===== src/rtl/sc_conv_pkg.sv =====
package sc_conv_pkg;

    localparam int unsigned DATA_W  = 8;
    localparam int unsigned FRAME_W = DATA_W + 2;
    localparam int unsigned POS_W   = $clog2(FRAME_W);

    typedef logic [POS_W-1:0]  pos_t;
    typedef logic [DATA_W-1:0] data_t;

    localparam pos_t LAST_POS = pos_t'(FRAME_W - 1);

    localparam logic LVL_A = 1'b0;
    localparam logic LVL_Z = 1'b1;

    typedef struct packed {
        logic msb_first;
        logic invert;
        logic odd_par;
    } conv_t;

    typedef enum logic {
        PH_IDLE = 1'b0,
        PH_RUN  = 1'b1
    } phase_t;

    // Lane i of the result is the i-th data bit on the line.
    // The mapping is its own inverse, so the receiver uses it as well.
    function automatic data_t lane_order(data_t d, logic msb_first);
        data_t r;
        for (int i = 0; i < DATA_W; i++) begin
            r[i] = msb_first ? d[DATA_W-1-i] : d[i];
        end
        return r;
    endfunction

    function automatic data_t lane_levels(data_t lanes, logic invert);
        return lanes ^ {DATA_W{invert}};
    endfunction

    function automatic logic parity_level(data_t logical, logic odd_par);
        return (^logical) ^ odd_par;
    endfunction

endpackage


===== src/rtl/sc_conv_tx.sv =====
module sc_conv_tx
    import sc_conv_pkg::*;
(
    input  logic  clk,
    input  logic  rst,
    input  logic  bit_en,
    input  conv_t conv,
    input  logic  start,
    input  data_t data,
    output logic  line,
    output logic  busy,
    output logic  done
);

    phase_t               phase_q;
    pos_t                 pos_q;
    logic [FRAME_W-1:0]   frame_q;
    logic [FRAME_W-1:0]   frame_new;
    logic                 line_q;
    logic                 done_q;

    // Start level in position 0, parity level in the last position.
    always_comb begin
        frame_new = {parity_level(data, conv.odd_par),
                     lane_levels(lane_order(data, conv.msb_first), conv.invert),
                     LVL_A};
    end

    always_ff @(posedge clk) begin
        if (rst) begin
            phase_q <= PH_IDLE;
            pos_q   <= '0;
            frame_q <= '1;
            line_q  <= LVL_Z;
            done_q  <= 1'b0;
        end else begin
            done_q <= 1'b0;
            case (phase_q)
                PH_IDLE: begin
                    if (start) begin
                        frame_q <= frame_new;
                        line_q  <= LVL_A;
                        pos_q   <= '0;
                        phase_q <= PH_RUN;
                    end
                end
                PH_RUN: begin
                    if (bit_en) begin
                        if (pos_q == LAST_POS) begin
                            line_q  <= LVL_Z;
                            done_q  <= 1'b1;
                            phase_q <= PH_IDLE;
                        end else begin
                            line_q  <= frame_q[1];
                            frame_q <= {LVL_Z, frame_q[FRAME_W-1:1]};
                            pos_q   <= pos_q + 1'b1;
                        end
                    end
                end
                default: phase_q <= PH_IDLE;
            endcase
        end
    end

    assign line = line_q;
    assign busy = (phase_q == PH_RUN);
    assign done = done_q;

    assert_start_low_R1: assert property (@(posedge clk) disable iff (rst)
        (busy && pos_q == '0) |-> (line_q == LVL_A));

    assert_idle_high_R1: assert property (@(posedge clk) disable iff (rst)
        !busy |-> (line_q == LVL_Z));

    assert_pos_range_R1: assert property (@(posedge clk) disable iff (rst)
        pos_q <= LAST_POS);

    assert_done_single_R10: assert property (@(posedge clk) disable iff (rst)
        done_q |=> !done_q);

    assert_done_after_parity_R10: assert property (@(posedge clk) disable iff (rst)
        done_q |-> ($past(pos_q) == LAST_POS && $past(bit_en) && $past(busy)));

    assert_start_ignored_R10: assert property (@(posedge clk) disable iff (rst)
        (busy && start && !bit_en) |=> (busy && $stable(pos_q)));

endmodule


===== src/rtl/sc_conv_rx.sv =====
module sc_conv_rx
    import sc_conv_pkg::*;
(
    input  logic  clk,
    input  logic  rst,
    input  logic  bit_en,
    input  conv_t conv,
    input  logic  line,
    output data_t data,
    output logic  par_err,
    output logic  done
);

    phase_t phase_q;
    pos_t   pos_q;
    conv_t  conv_q;
    data_t  lanes_q;
    data_t  data_q;
    logic   err_q;
    logic   done_q;
    data_t  decoded;

    always_comb begin
        decoded = lane_order(lane_levels(lanes_q, conv_q.invert), conv_q.msb_first);
    end

    always_ff @(posedge clk) begin
        if (rst) begin
            phase_q <= PH_IDLE;
            pos_q   <= '0;
            conv_q  <= '0;
            lanes_q <= '0;
            data_q  <= '0;
            err_q   <= 1'b0;
            done_q  <= 1'b0;
        end else begin
            done_q <= 1'b0;
            case (phase_q)
                PH_IDLE: begin
                    if (bit_en && line == LVL_A) begin
                        conv_q  <= conv;
                        pos_q   <= pos_t'(1);
                        phase_q <= PH_RUN;
                    end
                end
                PH_RUN: begin
                    if (bit_en) begin
                        if (pos_q == LAST_POS) begin
                            data_q  <= decoded;
                            err_q   <= (line != parity_level(decoded, conv_q.odd_par));
                            done_q  <= 1'b1;
                            pos_q   <= '0;
                            phase_q <= PH_IDLE;
                        end else begin
                            lanes_q <= {line, lanes_q[DATA_W-1:1]};
                            pos_q   <= pos_q + 1'b1;
                        end
                    end
                end
                default: phase_q <= PH_IDLE;
            endcase
        end
    end

    assign data    = data_q;
    assign par_err = err_q;
    assign done    = done_q;

    assert_rx_pos_range_R7: assert property (@(posedge clk) disable iff (rst)
        (phase_q == PH_RUN) |-> (pos_q != '0 && pos_q <= LAST_POS));

    assert_rx_done_single_R7: assert property (@(posedge clk) disable iff (rst)
        done_q |=> !done_q);

    assert_rx_hold_R7: assert property (@(posedge clk) disable iff (rst)
        (data_q != $past(data_q) || err_q != $past(err_q)) |-> done_q);

    assert_rx_idle_high_R12: assert property (@(posedge clk) disable iff (rst)
        (phase_q == PH_IDLE && bit_en && line == LVL_Z) |=> (phase_q == PH_IDLE));

endmodule


===== src/rtl/sc_conv_codec.sv =====
module sc_conv_codec
    import sc_conv_pkg::*;
(
    input  logic       clk,
    input  logic       rst,
    input  logic       bit_en,
    input  logic       cfg_msb_first,
    input  logic       cfg_invert,
    input  logic       cfg_odd_parity,
    input  logic       tx_start,
    input  logic [7:0] tx_data,
    output logic       tx_line,
    output logic       tx_busy,
    output logic       tx_done,
    input  logic       rx_line,
    output logic [7:0] rx_data,
    output logic       rx_parity_err,
    output logic       rx_done
);

    conv_t conv;

    always_comb begin
        conv.msb_first = cfg_msb_first;
        conv.invert    = cfg_invert;
        conv.odd_par   = cfg_odd_parity;
    end

    sc_conv_tx u_tx (
        .clk    (clk),
        .rst    (rst),
        .bit_en (bit_en),
        .conv   (conv),
        .start  (tx_start),
        .data   (tx_data),
        .line   (tx_line),
        .busy   (tx_busy),
        .done   (tx_done)
    );

    sc_conv_rx u_rx (
        .clk     (clk),
        .rst     (rst),
        .bit_en  (bit_en),
        .conv    (conv),
        .line    (rx_line),
        .data    (rx_data),
        .par_err (rx_parity_err),
        .done    (rx_done)
    );

    assert_done_clears_busy_R10: assert property (@(posedge clk) disable iff (rst)
        tx_done |-> !tx_busy);

endmodule


===== config.mk =====
export PLATFORM = sky130hd
export DESIGN_NAME = sc_conv_codec
export DESIGN_NICKNAME = d
export VERILOG_FILES = /design/src/rtl/sc_conv_pkg.sv /design/src/rtl/sc_conv_tx.sv /design/src/rtl/sc_conv_rx.sv /design/src/rtl/sc_conv_codec.sv
export SDC_FILE = /design/constraint.sdc
export NUM_CORES = 1
export LEC_CHECK = 0
export BUFFER_PORTS_ARGS = -buffer_cell sky130_fd_sc_hd__buf_2
export CAP_MARGIN = 20
export CORE_UTILIZATION = 57
export CTS_CLUSTER_SIZE = 30
export DETAILED_ROUTE_END_ITERATION = 10
export PLACE_DENSITY = 0.89
export SLEW_MARGIN = 40
export SYNTH_ARGS = -nofsm -noshare
export SYNTH_HDL_FRONTEND = slang
export SYNTH_SLANG_ARGS = --single-unit
export TNS_END_PERCENT = 30

===== constraint.sdc =====
create_clock -name clk -period 2.2 [get_ports clk]
set_input_delay 0.11 -clock clk [delete_from_list [all_inputs] [get_ports clk]]
set_output_delay 0.11 -clock clk [all_outputs]
set_load 0.02 [all_outputs]

==> results of run 1 <==
registers in the layout, summed over array words and instances (netlist names):
signal        count
u_rx.conv_q       3
u_tx.done         1
u_rx.lanes_q      8
u_rx.par_err      1
u_rx.phase_q      1
u_tx.pos_q        4
u_rx.pos_q        4
u_rx.done         1
u_rx.data         8
u_tx.busy         1
u_tx.line         1
u_tx.frame_q      9
cell type report:
class                   count  area, sq um
repair buffers             33          178
flip-flops and latches     42          841
inverters                   5         18.8
fillers                   302         1220
clock buffers               7         86.3
clock inverters             1         5.00
multi-input cells         187         1300
well taps                  48         60.1
power by group through the flow:
stage	sequential (mW)	clock (mW)	combinational (mW)
final	0.808	0.500	0.232
after global routing	0.811	0.549	0.253
after CTS	0.807	0.511	0.234
after detailed placement	0.825	0	0.233
after global placement	0.824	0	0.224
after floorplan	0.821	0	0.182
cell families after synthesis:
family	synth area share
buffers and inverters	0.0430
XOR/XNOR	0.145
adder cells (fa/ha/maj)	0.0223
AND/OR/NAND/NOR	0.175
multiplexers	0.145
flip-flops	0.375
AO/OA/AOI/OAI	0.0950
placed cells by master, fill, tap and decap left out, types with 5 or more instances in the layout:
master and n:
a21oi_1 12, o21ai_1 10, nand3_1 6, nand2b_1 10, dfxtp_1 42, xnor2_1 10, clkbuf_8 6, mux2i_1 29
buf_2 28, o211ai_1 8, nor2_1 36, buf_4 5, xor2_1 20, nand2_1 15
final timing paths:
check,startpoint,end,slack (ns),cells after the start
worst max-delay path,u_rx.conv_q[2]$_SDFFE_PP0P_,u_rx.par_err$_SDFFE_PP0P_,0.23,5
worst min-delay path,tx_start,u_tx.busy$_SDFF_PP0_,0.08,2
worst max register to register,u_rx.conv_q[2]$_SDFFE_PP0P_,u_rx.par_err$_SDFFE_PP0P_,0.23,5
worst min register to register,u_tx.line$_SDFFE_PP1P_,u_tx.line$_SDFFE_PP1P_,0.47,2
synthesized netlist by cell type (all sizes together):
cell type  count  area [sq um]
nor2b          3          18.8
a21oi         12          60.1
nor2          37           141
o21ai         11          55.1
mux2i         30           313
nand2b        10          62.6
a211oi         1          7.51
inv            5          18.8
a32oi          1          8.76
xnor2         10          87.6
nand2         15          56.3
xnor3          2          45.0
nand4          1          6.26
nand3          6          30.0
nor3           3          15.0
and3           1          6.26
dfxtp         42           841
and3b          2          17.5
clkbuf        13          58.8
ha             4          50.1
mux2           1          11.3
o211ai         8          60.1
nor3b          2          15.0
o22ai          1          6.26
xor2          21           191
nand3b         2          15.0
buf            3          18.8
o21a           2          15.0
or4            1          7.51
critical path, stage by stage (launching register included):
cell and delay, ns:
dfxtp_1 0.52, mux2i_1 0.28, xnor2_1 0.17, xnor3_1 0.43
or4_1 0.42, nand3_1 0.10
layer usage:
layer	routed length [microns]	GRT usage	vias to the layer above
li1	-	-	894
met1	1780	0.234	793
met2	2120	0.387	27
met3	140	0.0563	8
met4	79	0.0667	0
met5	0	0	-
per-stage QoR:
stage               hold slack (ns)   util
finish                       0.0776  0.670
floorplan                     0.194      -
global route                 0.0888  0.670
global placement              0.352  0.646
CTS                          0.0757  0.670
detailed placement            0.367  0.646
==> run summary, run 1 <==
Outcome: completed
Leak: 1.02 nW
Clk sink count: 42
Sw frac: 0.254
Max-slew violations: 0
Dpl ws: 0.276 ns
Fmax: 507 MHz
Total track usage: 0.211
Worst setup path class: reg -> reg
Clk pwr share: 0.325
Post-Route WL: 4.12 mm
I/O Buffers: 28
Clock buffer depth: 2
Clock period minus worst slack: 1.97 ns
Worst setup margin: 0.226 ns
Final worst path period share: 0.897
First-pass GRT wire length: 6.82 mm
Power per standard cell area: 618 mW/mm^2
Number of distinct library cells after synthesis: 36
Cell row count: 22
DP HPWL: 3.00 mm
Gate power share: 0.151
Die Width: 64.7 microns
Skew final: 0.00730 ns
P_int: 1.15 mW
Max-Cap Viols: 0
Synthesized Nets: 270
CP required: 2.43 ns
Final Setup Violations: 0
Avg Vias per Cell: 5.33
Switching power: 0.392 mW
Placed Cells: 315
Peak VDD IR: 0.455 mV
CP Data Arrival Time: 2.20 ns
Starting DRC count in detailed routing: 113
Clock transition at path regs: 0.08 ns
Initial antenna violation count: 0
Core Box Area: 0.00372 sq mm
Antenna Nets Post-Route: 0
Synth Instances: 250
Startpoint types: register
CTS tree: yes
IO Count: 29
Nature of the critical path endpoint: register
Hold crit path type: in -> reg
Total power: 1.54 mW
Layout cells sized above 1: 0.160
Syn_area_per_cell: 8.96 sq um
Root Driver: clkbuf_8
Measured slew at the worst slew-check pin: 0.701 ns
Final hold vios: 0
Initial Utilization: 0.603
Gr ovfl total: 0
CP Max Fanout: 5
Post-route cell area: 0.00249 sq mm
H-tree Lvls: 2
Area after DPL: 0.00240 sq mm
Via count: 1722
Seq pwr share: 0.525
TNS Setup: 0 ns
Yosys reg bits: 42
Drc violations: 0
Non-filler instance count after layout: 323
Mapped Area: 0.00224 sq mm
N_diodes: 0
Largest net degree at the start of global routing: 43
Post-CTS Setup Bufs: 0
CTS buffer count: 5
Slew headroom: 0.532
Post_cts resized: 0
Per-cell routed wire length: 12.8 microns
Nets: 294
Area Overhead vs Synth: 11.2%
Final GP Congestion: 0.789
Vias in the first global route: 1632
Drt pass-1 iters: 4
CTS Hold Bufs: 0
Unrepaired setup endpoints after global routing: no
Die Span Y: 64.7 microns
Die footprint: 0.00418 sq mm
Seq/Total Area, Yosys: 0.375
Worst-Skew Late Latency: 0.29 ns
Yosys Warn Count: 0
Note: power is estimated with default switching activity, not from simulation.
==> inputs of run 2 (changes only) <==
SLEW_MARGIN = not set   (was 40)
SYNTH_HIERARCHICAL = 1   (was not set)
==> run 2 against run 1 <==
Wire length increased by 3.1%. Critical path depth decreased by 1. Clock-buffer cell count unchanged. Area after synthesis increased by 0.95%. Power increased by 5.4%. Cell count decreased by 1.2%. Critical path type unchanged. Largest cell class unchanged.
==> run summary, run 2 <==
N_diodes: 0
Initial Utilization: 0.604
Starting DRC count in detailed routing: 78
Drc violations: 0
Worst hold stages: 3
Async set-reset flop share out of synthesis: 0
Max-Cap Viols: 0
Ys flop type: dfxtp_1
Layout cells sized above 1: 0.155
Crit-path cells: mux2i_4 > xnor3_1 > xnor3_1 > a21o_1
Number of distinct library cells after synthesis: 39
Vias in the first global route: 1627
Drt pass-1 iters: 4
Yosys reg bits: 42
Hold Startpoint: cfg_odd_parity
TNS Setup: 0 ns
Die Width: 65.0 microns
Fmax: 560 MHz
Most frequent cell after synthesis: dfxtp_1
Most numerous cell on the critical path: xnor3_1
Worst-Skew Late Latency: 0.29 ns
CTS tree: yes
Seq/Total Area, Yosys: 0.372
Cell row count: 22
Critical path's slowest cell: dfxtp_1
Outcome: completed
Commonest non-fill, non-tap cells in the layout: dfxtp_1, nand2_1, buf_2, mux2i_1, nor2_1
Avg Vias per Cell: 5.50
Initial antenna violation count: 0
Per-cell routed wire length: 13.3 microns
Final worst path period share: 0.812
Post_cts resized: 0
CP Data Arrival Time: 1.98 ns
Commonest non-fill, non-tap cell in the layout: dfxtp_1
CTS buffer count: 5
Final Setup Violations: 0
I/O Buffers: 28
Unrepaired setup endpoints after global routing: no
Post-synth top area cell: dfxtp_1
Antenna Nets Post-Route: 0
Clock period minus worst slack: 1.79 ns
WP buf/inv: 0
Cell family with most CP delay: XOR/XNOR gates
Nets: 290
Largest net degree at the start of global routing: 32
CP required: 2.40 ns
Gr ovfl total: 0
DP HPWL: 3.02 mm
Die footprint: 0.00422 sq mm
Reg2reg path depth: 4
Fill cells: 332
Critical R2R Capture: u_rx/par_err$_SDFFE_PP0P_
Via count: 1753
Largest Register: u_tx/frame_q
Nature of the critical path endpoint: register
CP Max Fanout: 6
Clock buffer depth: 2
Synth top area share: 0.372
First-pass GRT wire length: 7.29 mm
Register area: 841 sq um
CTS Hold Bufs: 0
Yosys Warn Count: 6
Measured slew at the worst slew-check pin: 0.642 ns
Clock transition at path regs: 0.08 ns
Peak VDD IR: 0.384 mV
Root Driver: clkbuf_8
Area Overhead vs Synth: 11.5%
Clk sink count: 42
Worst setup path class: reg -> reg
Startpoint types: register
IO Count: 29
Post-Route WL: 4.25 mm
Die Span Y: 65.0 microns
Area of the multi-input gates: 0.00133 sq mm
Synth Instances: 248
Final hold vios: 0
Syn_area_per_cell: 9.12 sq um
Leak: 1.13 nW
Worst flop-to-flop path startpoint: u_rx/conv_q[2]$_SDFFE_PP0P_
Max reg flops: 9
H-tree Lvls: 2
Crit-path max cell delay: 0.52 ns
Top post-synthesis cells by area: dfxtp_1, mux2i_1, xnor2_1, xor2_1, nand2_1
Max-slew violations: 0
Worst reg-to-reg setup slack: 0.41 ns
Number of synthesized flops with an enable pin: 0
Hold crit path type: in -> reg
Post-route cell area: 0.00252 sq mm
Area after DPL: 0.00241 sq mm
Skew final: 0.00891 ns
Post-CTS Setup Bufs: 0
Core Box Area: 0.00374 sq mm
Total track usage: 0.227
Top cells by count, synth: dfxtp_1, nand2_1, mux2i_1
Slew headroom: 0.571
Hold Path Sink: u_rx/conv_q[0]$_SDFFE_PP0P_
Synthesized Nets: 268
Power per standard cell area: 644 mW/mm^2
Final GP Congestion: 0.798
Mapped Area: 0.00226 sq mm
[run 2: through the flow]
| stage | worst slack (ns) | std cells | hold WS (ns) | power [mW] | utilization |
|---|---|---|---|---|---|
| 3_5_place_dp | 0.418 | 311 | 0.398 | 1.04 | 0.645 |
| 3_3_place_gp | 0.466 | 311 | 0.390 | 1.04 | 0.645 |
| 2_1_floorplan | 0.564 | 248 | 0.257 | 0.992 | - |
| 4_1_cts | 0.402 | 319 | 0.0991 | 1.64 | 0.673 |
| 6_report | 0.414 | 319 | 0.107 | 1.62 | 0.673 |
| 5_1_grt | 0.354 | 319 | 0.107 | 1.70 | 0.673 |
[run 2: tightest hold or removal path, delay by kind of cell]
family	cells	cell delay, ns
multiplexers	1	0.07
buffers and inverters	1	0.11
AND/OR/NAND/NOR	1	0.07
[run 2: logic make-up after synthesis]
| group | after synthesis | share of synthesized area |
|---|---|---|
| simple gates | 82 | 0.163 |
| mux | 30 | 0.139 |
| xor+xnor | 31 | 0.138 |
| compound gates | 38 | 0.125 |
| flops | 42 | 0.372 |
| fa+ha+maj | 4 | 0.0221 |
| buf+inv | 21 | 0.0404 |
[run 2: how the worst max path moves through the flow]
stage | from | end | slack, ns | cells after the start
floorplan | u_rx/conv_q[2]$_SDFFE_PP0P_ | u_rx/par_err$_SDFFE_PP0P_ | 0.56 | 5
global placement | u_rx/conv_q[2]$_SDFFE_PP0P_ | u_rx/par_err$_SDFFE_PP0P_ | 0.47 | 4
detailed placement | u_rx/conv_q[2]$_SDFFE_PP0P_ | u_rx/par_err$_SDFFE_PP0P_ | 0.42 | 4
CTS | u_rx/conv_q[2]$_SDFFE_PP0P_ | u_rx/par_err$_SDFFE_PP0P_ | 0.40 | 4
global route | u_rx/conv_q[2]$_SDFFE_PP0P_ | u_rx/par_err$_SDFFE_PP0P_ | 0.35 | 4
finish | u_rx/conv_q[2]$_SDFFE_PP0P_ | u_rx/par_err$_SDFFE_PP0P_ | 0.41 | 4
[run 2: power by group]
part	switching, mW	total [mW]	internal, mW
Combinational	0.112	0.215	0.103
Sequential	0.0251	0.812	0.787
Clock	0.257	0.597	0.340
[run 2: routing by layer]
layer	track usage	up-vias	part of all wire	routed length [microns]
met1	0.259	814	0.45	1890
met2	0.405	38	0.51	2150
met3	0.0440	7	0.033	141
met4	0.0972	0	0.015	63
li1	-	894	-	-
met5	0	-	0	0
[run 2: cell type report]
| class | count | area share |
|---|---|---|
| clock buffer | 7 | 0.0303 |
| timing repair buffer | 32 | 0.0675 |
| clock inverter | 1 | 0.0119 |
| multi-input combinational | 185 | 0.527 |
| inverter | 4 | 0.00596 |
| sequential | 42 | 0.333 |
| tap | 48 | 0.0238 |
